==> src/rtl/auxadc_pkg.sv <==
package auxadc_pkg;
  localparam int BUS_W    = 32;
  localparam int TRIG_WA  = 1;
  localparam int STAT_WA  = 4;
  localparam int RES0_WA  = 5;
  localparam int CTRL_WA  = 37;
  localparam int PWR_BIT  = 14;
  localparam int RDY_BIT  = 12;

  typedef enum logic {SEQ_IDLE, SEQ_CONV} seq_state_e;

  function automatic logic [BUS_W-1:0] pack_result(logic [BUS_W-1:0] samp, logic rdy);
    logic [BUS_W-1:0] r;
    r = samp;
    r[RDY_BIT] = rdy;
    return r;
  endfunction

  function automatic logic [BUS_W-1:0] pack_ctrl(logic pwr);
    logic [BUS_W-1:0] r;
    r = '0;
    r[PWR_BIT] = pwr;
    return r;
  endfunction
endpackage

==> src/rtl/auxadc_regs.sv <==
module auxadc_regs #(
  parameter int NUM_CH = 16
) (
  input  logic              clk,
  input  logic              rst_n,
  input  logic              wr_trig,
  input  logic              wr_ctrl,
  input  logic [NUM_CH-1:0] trig_wdata,
  input  logic              pwr_wdata,
  output logic [NUM_CH-1:0] trig_q,
  output logic              pwr_en,
  output logic [NUM_CH-1:0] rise_vec,
  output logic [NUM_CH-1:0] clr_vec
);
  always_comb begin
    rise_vec = wr_trig ? (trig_wdata & ~trig_q) : '0;
    clr_vec  = wr_trig ? ~trig_wdata : '0;
  end

  always_ff @(posedge clk or negedge rst_n) begin
    if (!rst_n) begin
      trig_q <= '0;
      pwr_en <= 1'b0;
    end else begin
      if (wr_trig) trig_q <= trig_wdata;
      if (wr_ctrl) pwr_en <= pwr_wdata;
    end
  end
endmodule

==> src/rtl/auxadc_arb.sv <==
module auxadc_arb #(
  parameter  int NUM_CH = 16,
  localparam int CH_W   = $clog2(NUM_CH)
) (
  input  logic              clk,
  input  logic              rst_n,
  input  logic [NUM_CH-1:0] set_vec,
  input  logic              take,
  input  logic [CH_W-1:0]   take_ch,
  output logic [NUM_CH-1:0] pend_q,
  output logic              grant_valid,
  output logic [CH_W-1:0]   grant_ch
);
  function automatic logic [CH_W-1:0] lowest_set(logic [NUM_CH-1:0] v);
    logic [CH_W-1:0] idx;
    idx = '0;
    for (int i = NUM_CH - 1; i >= 0; i--)
      if (v[i]) idx = CH_W'(i);
    return idx;
  endfunction

  logic [NUM_CH-1:0] take_mask;

  always_comb begin
    grant_valid = |pend_q;
    grant_ch    = lowest_set(pend_q);
    take_mask   = take ? (NUM_CH'(1) << take_ch) : '0;
  end

  always_ff @(posedge clk or negedge rst_n) begin
    if (!rst_n) pend_q <= '0;
    else        pend_q <= (pend_q & ~take_mask) | set_vec;
  end
endmodule

==> src/rtl/auxadc_seq.sv <==
module auxadc_seq #(
  parameter  int NUM_CH = 16,
  parameter  int SAMP_W = 12,
  localparam int CH_W   = $clog2(NUM_CH)
) (
  input  logic              clk,
  input  logic              rst_n,
  input  logic              pwr_en,
  input  logic              grant_valid,
  input  logic [CH_W-1:0]   grant_ch,
  input  logic              cnv_done,
  input  logic [SAMP_W-1:0] cnv_data,
  output logic              cnv_start,
  output logic [CH_W-1:0]   cnv_chan,
  output logic              inflight,
  output logic              res_wr,
  output logic [CH_W-1:0]   res_ch,
  output logic [SAMP_W-1:0] res_data
);
  import auxadc_pkg::*;

  seq_state_e      state_q;
  logic [CH_W-1:0] cur_ch_q;

  always_comb begin
    inflight  = (state_q == SEQ_CONV);
    cnv_start = !inflight && pwr_en && grant_valid;
    cnv_chan  = grant_ch;
    res_wr    = inflight && cnv_done;
    res_ch    = cur_ch_q;
    res_data  = cnv_data;
  end

  always_ff @(posedge clk or negedge rst_n) begin
    if (!rst_n) begin
      state_q  <= SEQ_IDLE;
      cur_ch_q <= '0;
    end else begin
      if (cnv_start) begin
        state_q  <= SEQ_CONV;
        cur_ch_q <= grant_ch;
      end else if (res_wr) begin
        state_q  <= SEQ_IDLE;
      end
    end
  end
endmodule

==> src/rtl/auxadc_results.sv <==
module auxadc_results #(
  parameter  int NUM_CH = 16,
  parameter  int SAMP_W = 12,
  localparam int CH_W   = $clog2(NUM_CH)
) (
  input  logic                          clk,
  input  logic                          rst_n,
  input  logic                          res_wr,
  input  logic [CH_W-1:0]               res_ch,
  input  logic [SAMP_W-1:0]             res_data,
  input  logic [NUM_CH-1:0]             clr_vec,
  output logic [NUM_CH-1:0][SAMP_W-1:0] data_q,
  output logic [NUM_CH-1:0]             rdy_q
);
  for (genvar g = 0; g < NUM_CH; g++) begin : g_ch
    logic hit;
    assign hit = res_wr && (res_ch == CH_W'(g));
    always_ff @(posedge clk or negedge rst_n) begin
      if (!rst_n) begin
        data_q[g] <= '0;
        rdy_q[g]  <= 1'b0;
      end else if (hit) begin
        data_q[g] <= res_data;
        rdy_q[g]  <= 1'b1;
      end else if (clr_vec[g]) begin
        rdy_q[g]  <= 1'b0;
      end
    end
  end
endmodule

==> src/rtl/auxadc_ctrl.sv <==
module auxadc_ctrl #(
  parameter  int NUM_CH = 16,
  parameter  int SAMP_W = 12,
  parameter  int ADDR_W = 6,
  localparam int CH_W   = $clog2(NUM_CH)
) (
  input  logic              clk,
  input  logic              rst_n,
  input  logic              bus_we,
  input  logic [ADDR_W-1:0] bus_addr,
  input  logic [31:0]       bus_wdata,
  output logic [31:0]       bus_rdata,
  output logic              cnv_start,
  output logic [CH_W-1:0]   cnv_chan,
  input  logic              cnv_done,
  input  logic [SAMP_W-1:0] cnv_data
);
  import auxadc_pkg::*;

  logic                          sel_trig, sel_stat, sel_ctrl, sel_res;
  logic [ADDR_W-1:0]             res_ofs;
  logic [CH_W-1:0]               res_idx;
  logic [NUM_CH-1:0]             trig_q, rise_vec, clr_vec, pend_q, rdy_q;
  logic                          pwr_en, grant_valid, inflight, res_wr, busy;
  logic [CH_W-1:0]               grant_ch, res_ch;
  logic [SAMP_W-1:0]             res_data;
  logic [NUM_CH-1:0][SAMP_W-1:0] data_q;
  logic                          unused_wbits;

  assign unused_wbits = ^bus_wdata;

  always_comb begin
    sel_trig = (bus_addr == ADDR_W'(TRIG_WA));
    sel_stat = (bus_addr == ADDR_W'(STAT_WA));
    sel_ctrl = (bus_addr == ADDR_W'(CTRL_WA));
    res_ofs  = bus_addr - ADDR_W'(RES0_WA);
    sel_res  = (bus_addr >= ADDR_W'(RES0_WA)) && (res_ofs < ADDR_W'(NUM_CH));
    res_idx  = res_ofs[CH_W-1:0];
    busy     = inflight || (|pend_q);
  end

  auxadc_regs #(.NUM_CH(NUM_CH)) u_regs (
    .clk(clk), .rst_n(rst_n),
    .wr_trig(bus_we && sel_trig), .wr_ctrl(bus_we && sel_ctrl),
    .trig_wdata(bus_wdata[NUM_CH-1:0]), .pwr_wdata(bus_wdata[PWR_BIT]),
    .trig_q(trig_q), .pwr_en(pwr_en), .rise_vec(rise_vec), .clr_vec(clr_vec)
  );

  auxadc_arb #(.NUM_CH(NUM_CH)) u_arb (
    .clk(clk), .rst_n(rst_n), .set_vec(rise_vec),
    .take(cnv_start), .take_ch(cnv_chan),
    .pend_q(pend_q), .grant_valid(grant_valid), .grant_ch(grant_ch)
  );

  auxadc_seq #(.NUM_CH(NUM_CH), .SAMP_W(SAMP_W)) u_seq (
    .clk(clk), .rst_n(rst_n), .pwr_en(pwr_en),
    .grant_valid(grant_valid), .grant_ch(grant_ch),
    .cnv_done(cnv_done), .cnv_data(cnv_data),
    .cnv_start(cnv_start), .cnv_chan(cnv_chan), .inflight(inflight),
    .res_wr(res_wr), .res_ch(res_ch), .res_data(res_data)
  );

  auxadc_results #(.NUM_CH(NUM_CH), .SAMP_W(SAMP_W)) u_res (
    .clk(clk), .rst_n(rst_n), .res_wr(res_wr), .res_ch(res_ch),
    .res_data(res_data), .clr_vec(clr_vec), .data_q(data_q), .rdy_q(rdy_q)
  );

  always_comb begin
    bus_rdata = '0;
    if (sel_trig)      bus_rdata = 32'(trig_q);
    else if (sel_stat) bus_rdata = 32'(busy);
    else if (sel_ctrl) bus_rdata = pack_ctrl(pwr_en);
    else if (sel_res)  bus_rdata = pack_result(32'(data_q[res_idx]), rdy_q[res_idx]);
  end
endmodule

==> config.mk <==
export PLATFORM = sky130hd
export DESIGN_NAME = auxadc_ctrl
export DESIGN_NICKNAME = d
export VERILOG_FILES = /design/src/rtl/auxadc_pkg.sv /design/src/rtl/auxadc_regs.sv /design/src/rtl/auxadc_arb.sv /design/src/rtl/auxadc_seq.sv /design/src/rtl/auxadc_results.sv /design/src/rtl/auxadc_ctrl.sv
export SDC_FILE = /design/constraint.sdc
export NUM_CORES = 1
export LEC_CHECK = 0
export BUFFER_PORTS_ARGS = -buffer_cell sky130_fd_sc_hd__buf_2
export CAP_MARGIN = 20
export CORE_AREA = 2 2 119 207
export DETAILED_ROUTE_END_ITERATION = 6
export DIE_AREA = 0 0 121 209
export PLACE_DENSITY = 0.68
export SLEW_MARGIN = 20
export SYNTH_ARGS = -nofsm -noshare
export SYNTH_HDL_FRONTEND = slang
export SYNTH_SLANG_ARGS = --single-unit
==> constraint.sdc <==
create_clock -name clk -period 2.7 [get_ports clk]
set_input_delay 0.135 -clock clk [delete_from_list [all_inputs] [get_ports clk]]
set_output_delay 0.135 -clock clk [all_outputs]
set_load 0.005 [all_outputs]
Word level (Yosys, flattened, before mapping)
Index checks and enable logic that the tools add are counted.
Storage, ports and cells
  bits in registers: 246
  input port bits: 54
Cells by class
  add/sub/neg operators: 1
  magnitude comparators: 3
  equality and inequality tests: 18
  shift operators: 1
  mux-type cells: 61
  bitwise logic cells: 6
  reductions and logical operators: 43
Operators with widths (number)
  16-bit 2-to-1 mux: 4
  4-bit 2-to-1 mux: 16
  12-bit binary-select mux with 4-bit select: 1
  16-bit NOT: 3
  1-bit 2-to-1 mux: 35
  2-bit nonzero test: 17
  16-bit bitwise AND: 2
  4-bit equality test, second input constant: 8
  15-bit 2-to-1 mux: 2
  1-bit logical AND: 22
  4-bit by 3-bit equality test with 1-bit output, second input constant: 4
  16-bit bitwise OR: 1
  16-bit OR reduction: 1
  1-bit by 4-bit << shifter with 16-bit output, first input constant: 1
  13-bit 2-to-1 mux: 1
  12-bit 2-to-1 mux: 1
  4-bit by 2-bit equality test with 1-bit output, second input constant: 2
  6-bit by 1-bit equality test with 1-bit output, second input constant: 1
  6-bit by 3-bit equality test with 1-bit output, second input constant: 1
  6-bit equality test, second input constant: 1
  6-bit by 3-bit greater-or-equal comparator with 1-bit output, second input constant: 1
  6-bit by 5-bit less-than comparator with 1-bit output, second input constant: 1
  6-bit by 3-bit subtractor with 6-bit output, second input constant: 1
  4-bit by 5-bit less-than comparator with 1-bit output, second input constant: 1
  5 further kinds: 5

Depth between registers and ports, before layout
  word-level depth: 21
  depth in mapped cells: 10
  gate-level depth less buffers: 8

By module
Synthesis repeated with hierarchy kept, for this count alone.
Second synthesis, totals
  cell total of the unflattened synthesis: 891
  area, all modules: 12126.6 µm²
Modules (own cells, without submodules)
  auxadc_results: instances 1, cells an instance 487, area an instance 7902.6 µm²
  auxadc_ctrl: instances 1, cells an instance 215, area an instance 2117.0 µm²
  auxadc_regs: instances 1, cells an instance 71, area an instance 922.1 µm²
  auxadc_arb: instances 1, cells an instance 88, area an instance 839.6 µm²
  auxadc_seq: instances 1, cells an instance 30, area an instance 345.3 µm²

Least setup slack after synthesis
Ideal clock, no wire load.
  kind: input -> output
  from: input port bus_addr[0]
  to: output port bus_rdata[0]
  arrival time: 2617 ps
  data required time: 2565 ps
  setup slack: -52 ps
  stages on the path: 9
  path buffers: 2
  cells stage by stage: buf_2 -> buf_1 -> inv_1 -> ha_1 -> xnor2_2 -> mux4_1 -> mux4_2 -> nand2_1 -> nand3_2
Between the ends
  cells in the longest elaborated chain, start to end: 7
  elaborated cells on any way between the ends: 13
Ends and longest elaborated chain
  from (decl): line auxadc_ctrl.sv:10  | input logic [ADDR_W-1:0] bus_addr,
  6-bit by 3-bit subtractor with 6-bit output: line auxadc_ctrl.sv:36  | res_ofs = bus_addr - ADDR_W'(RES0_WA);
  6-bit by 5-bit less-than comparator with 1-bit output / 12-bit binary-select mux with 4-bit select (equally long branches): line auxadc_ctrl.sv:37, auxadc_ctrl.sv:73
  1-bit logical AND / 12-bit 2-to-1 mux (equally long branches): line auxadc_ctrl.sv:37, auxadc_ctrl.sv:73
  13-bit 2-to-1 mux: line auxadc_ctrl.sv:73  | else if (sel_res) bus_rdata = pack_result(32'(data_q[res_idx]), rdy_q[res_idx]);
  15-bit 2-to-1 mux: line auxadc_ctrl.sv:72  | else if (sel_ctrl) bus_rdata = pack_ctrl(pwr_en);
  15-bit 2-to-1 mux: line auxadc_ctrl.sv:71  | else if (sel_stat) bus_rdata = 32'(busy);
  16-bit 2-to-1 mux *: line auxadc_ctrl.sv:70  | if (sel_trig) bus_rdata = 32'(trig_q);
  to (decl): line auxadc_ctrl.sv:12  | output logic [31:0] bus_rdata,
Every way passes the cells marked *; elsewhere a longest branch is shown, timed or not. The select of a mux whose other input is x is not followed.

Worst setup path in the final report
  from: register u_arb.pend_q[13]
  to: output port cnv_chan[1]
Between the ends
  cells in the longest elaborated chain, start to end: 14
Ends and longest elaborated chain
  from (decl): line auxadc_arb.sv:10  | output logic [NUM_CH-1:0] pend_q,
  from (signal assigned): line auxadc_arb.sv:32  | else pend_q <= (pend_q & ~take_mask) | set_vec;
  4-bit 2-to-1 mux (14 in series): line auxadc_arb.sv:18  | if (v[i]) idx = CH_W'(i);
  to (decl): line auxadc_ctrl.sv:14  | output logic [CH_W-1:0] cnv_chan,
Every way passes these cells.

==> impl_metrics.py <==
metrics = {
    "global_routing": {
        "grt_max_degree": 68,
        "antenna_found_initial": 1,
        "grt_overflow": 0,
        "grt_pass1_wl_mm": 44.9,
        "grt_pass1_vias": 7907,
        "grt.total_usage_pct": 23.4,
    },
    "cts": {
        "insertion_delay_ps": 510,
        "cts_root_buf": "clkbuf_16",
        "clock_path_buffers": 3,
        "numCtsBuffers": 23,
        "cts_tree": "done",
        "clock-sinks": 246,
        "post-cts-setup-buffers": 0,
        "path_clk_slew_ps": 60,
        "h-tree-depth": 1,
    },
    "drt": {
        "drt_iter0_drc": 389,
        "vias": 7410,
        "top_layer": "met5",
        "routed-wl-met3_mm": 1.09,
        "drc": 0,
        "drt-met1-wl_mm": 10.9,
        "viasPerCell": 5.87,
        "drt_wl_total_mm": 28.4,
        "first_pass_iters": 5,
        "final_antenna_net_count": 0,
        "route.met2.wl_mm": 15.1,
        "wl_per_cell_um": 22.5,
    },
    "synthesis": {
        "ys_types": 44,
        "async_reset_ff_share_pct": 100,
        "ys_seq_area_share_pct": 53.0,
        "syn-cell-area_sq_mm": 0.0116,
        "synth_area_per_cell_sq_um": 13.5,
        "synthesis.instances": 857,
        "yosysWarningCount": 0,
        "ys.flop_type": "dfrtp_1",
        "synth_seq_cells": 246,
        "synth_edf_count": 0,
    },
    "layout": {
        "n_antenna_cell": 0,
        "mostFrequentLayoutCell": "dfrtp_1",
        "drive_gt1_share_pct": 20.0,
        "areaGrowthSynthToFinish_pct": 14.4,
        "fin_nets": 996,
        "nFillCells": 1945,
        "final_cell_mix": "dfrtp_1, mux2_1, nand2_1",
    },
    "floorplan": {
        "die_h_um": 209,
        "dieArea_sq_mm": 0.0253,
        "rows": 75,
        "fp.coreArea_sq_mm": 0.0237,
        "start_util_pct": 48.9,
        "num_io_pins": 91,
        "fp.dieW_um": 121,
    },
    "sta": {
        "fin_crit_ps": 2490,
        "skew_ps": 6.43,
        "drv_slew": 0,
        "tightest_slew_ps": 1030,
        "layout_worst_path_cycle_share_pct": 92.2,
        "finalSetupViolations": 0,
        "rsz0062_at_grt": "no",
        "max_slew_margin_pct": 30.9,
        "fin_tns_setup_ps": 0,
        "max_freq_ghz": 0.402,
        "hold_viol_final": 0,
    },
    "flow_run": {
        "maxCapViolations": 0,
    },
    "setup_path": {
        "arrival_ps": 2350,
        "cp_max_fo": 15,
        "cp-start-kind": "register",
        "crit_required_ps": 2570,
        "worstSetupPathType": "reg2out",
        "r2r_setup_slack_ps": 590,
        "cp-end-kind": "primary output",
    },
    "power": {
        "p_leak_nw": 6.60,
        "ir_worst_vdd_mv": 0.387,
        "total_power_mw": 9.84,
        "p_per_area_mw_per_mm2": 741,
    },
    "outcome": {
        "status": "complete, no violations",
    },
    "placed_design": {
        "io_buffers": 58,
        "hpwlAfterDp_mm": 19.0,
        "gp_congestion": 0.831,
    },
    "worst_hold_path": {
        "hold_class": "in2reg",
    },
}
==> through the flow <==
| step | setup slack, ps | utilization [%] | hold WS (ps) | instances | cell area, sq um |
|---|---|---|---|---|---|
| 5_1_grt | 132 | 56.0 | 64.4 | 1262 | 13300 |
| 6_report | 211 | 56.0 | 42.1 | 1262 | 13300 |
| 2_1_floorplan | 212 | - | -161 | 872 | 11700 |
| 3_5_place_dp | 263 | 52.2 | 124 | 1205 | 12400 |
| 3_3_place_gp | 295 | 52.2 | 122 | 1205 | 12400 |
| 4_1_cts | 201 | 56.0 | 23.9 | 1262 | 13300 |
==> cells by family (layout without fill, tap and decap cells) <==
group | count (synthesis) | after routing | synth area share, %
compound gates | 90 | 90 | 5.22
other cells | 1 | 16 | 0.0323
xor+xnor | 3 | 3 | 0.356
fa+ha+maj | 2 | 2 | 0.216
mux | 270 | 270 | 31.2
buf+inv | 95 | 177 | 3.86
flops | 246 | 246 | 53.0
simple gates | 150 | 150 | 6.10
==> cell type report <==
cell class | instances | area (sq um) | share of cell area [%]
flip-flops and latches | 246 | 6160 | 46.3
multi-input cells | 531 | 5090 | 38.3
repair buffers | 118 | 861 | 6.48
clock buffers | 39 | 716 | 5.39
well taps | 308 | 385 | 2.90
inverters | 20 | 75.1 | 0.565
==> layer usage <==
| layer | GRT usage [%] | vias up |
|---|---|---|
| met5 | 0 | - |
| met1 | 28.0 | 3871 |
| met2 | 41.7 | 202 |
| li1 | - | 3259 |
| met4 | 10.8 | 2 |
| met3 | 2.46 | 76 |
==> synthesized netlist by cell type (4+ instances only) <==
cell type    n  area, sq um
clkbuf_1    29          109
mux4_1       4          105
buf_2       25          125
inv_1       20         75.1
mux2i_1     24          240
o21ai_1     38          190
nand3_1      8         40.0
nand2_1     75          282
dfrtp_1    246         6160
mux2_1     193         2170
buf_4       16          120
nand2b_1     8         50.1
nor3_1       4         20.0
a21oi_1     10         50.1
buf_1        5         18.8
o21ai_0      7         35.0
mux4_2      49         1100
a32o_1      24          240
nor2_1      24         90.1
nand3b_1    10         75.1
nor4_1       9         56.3
==> repair_timing <==
action,CTS,global route
resized for setup,0,0
hold buffers,18,0
endpoints found under the hold margin,112,0
==> registers in the layout, indices dropped and copies added (netlist names) <==
register and cells:
u_res.data_q 192, u_seq.res_ch 4, u_res.rdy_q 16, u_arb.pend_q 16, u_regs.pwr_en 1, u_regs.trig_q 16, u_seq.inflight 1
==> path summary, 6_finish.rpt <==
path,startpoint,to,cells past startpoint
setup / recovery,u_arb.pend_q[13]$_DFF_PN0_,cnv_chan[1],4
hold / removal,bus_we,u_regs.pwr_en$_DFFE_PN0P_,4
setup reg to reg,u_arb.pend_q[13]$_DFF_PN0_,u_arb.pend_q[3]$_DFF_PN0_,5
hold reg to reg,u_res.data_q[164]$_DFFE_PN0P_,u_res.data_q[164]$_DFFE_PN0P_,1
max in group asynchronous,rst_n,u_regs.trig_q[14]$_DFFE_PN0P_,3
min in group asynchronous,rst_n,u_res.data_q[30]$_DFFE_PN0P_,2
==> worst max-delay path: stages, from the launching register on <==
cell	delay [ps]
dfrtp_1	430
o31ai_1	260
a21oi_1	110
nor2_1	790
buf_2	250
==> power breakdown <==
| group | total (mW) | internal, mW | switching [mW] |
|---|---|---|---|
| sequential | 4.81 | 4.40 | 0.417 |
| combinational | 1.90 | 0.971 | 0.928 |
| clock | 3.13 | 1.79 | 1.34 |
No activity file was read; power rests on OpenSTA's default activity.
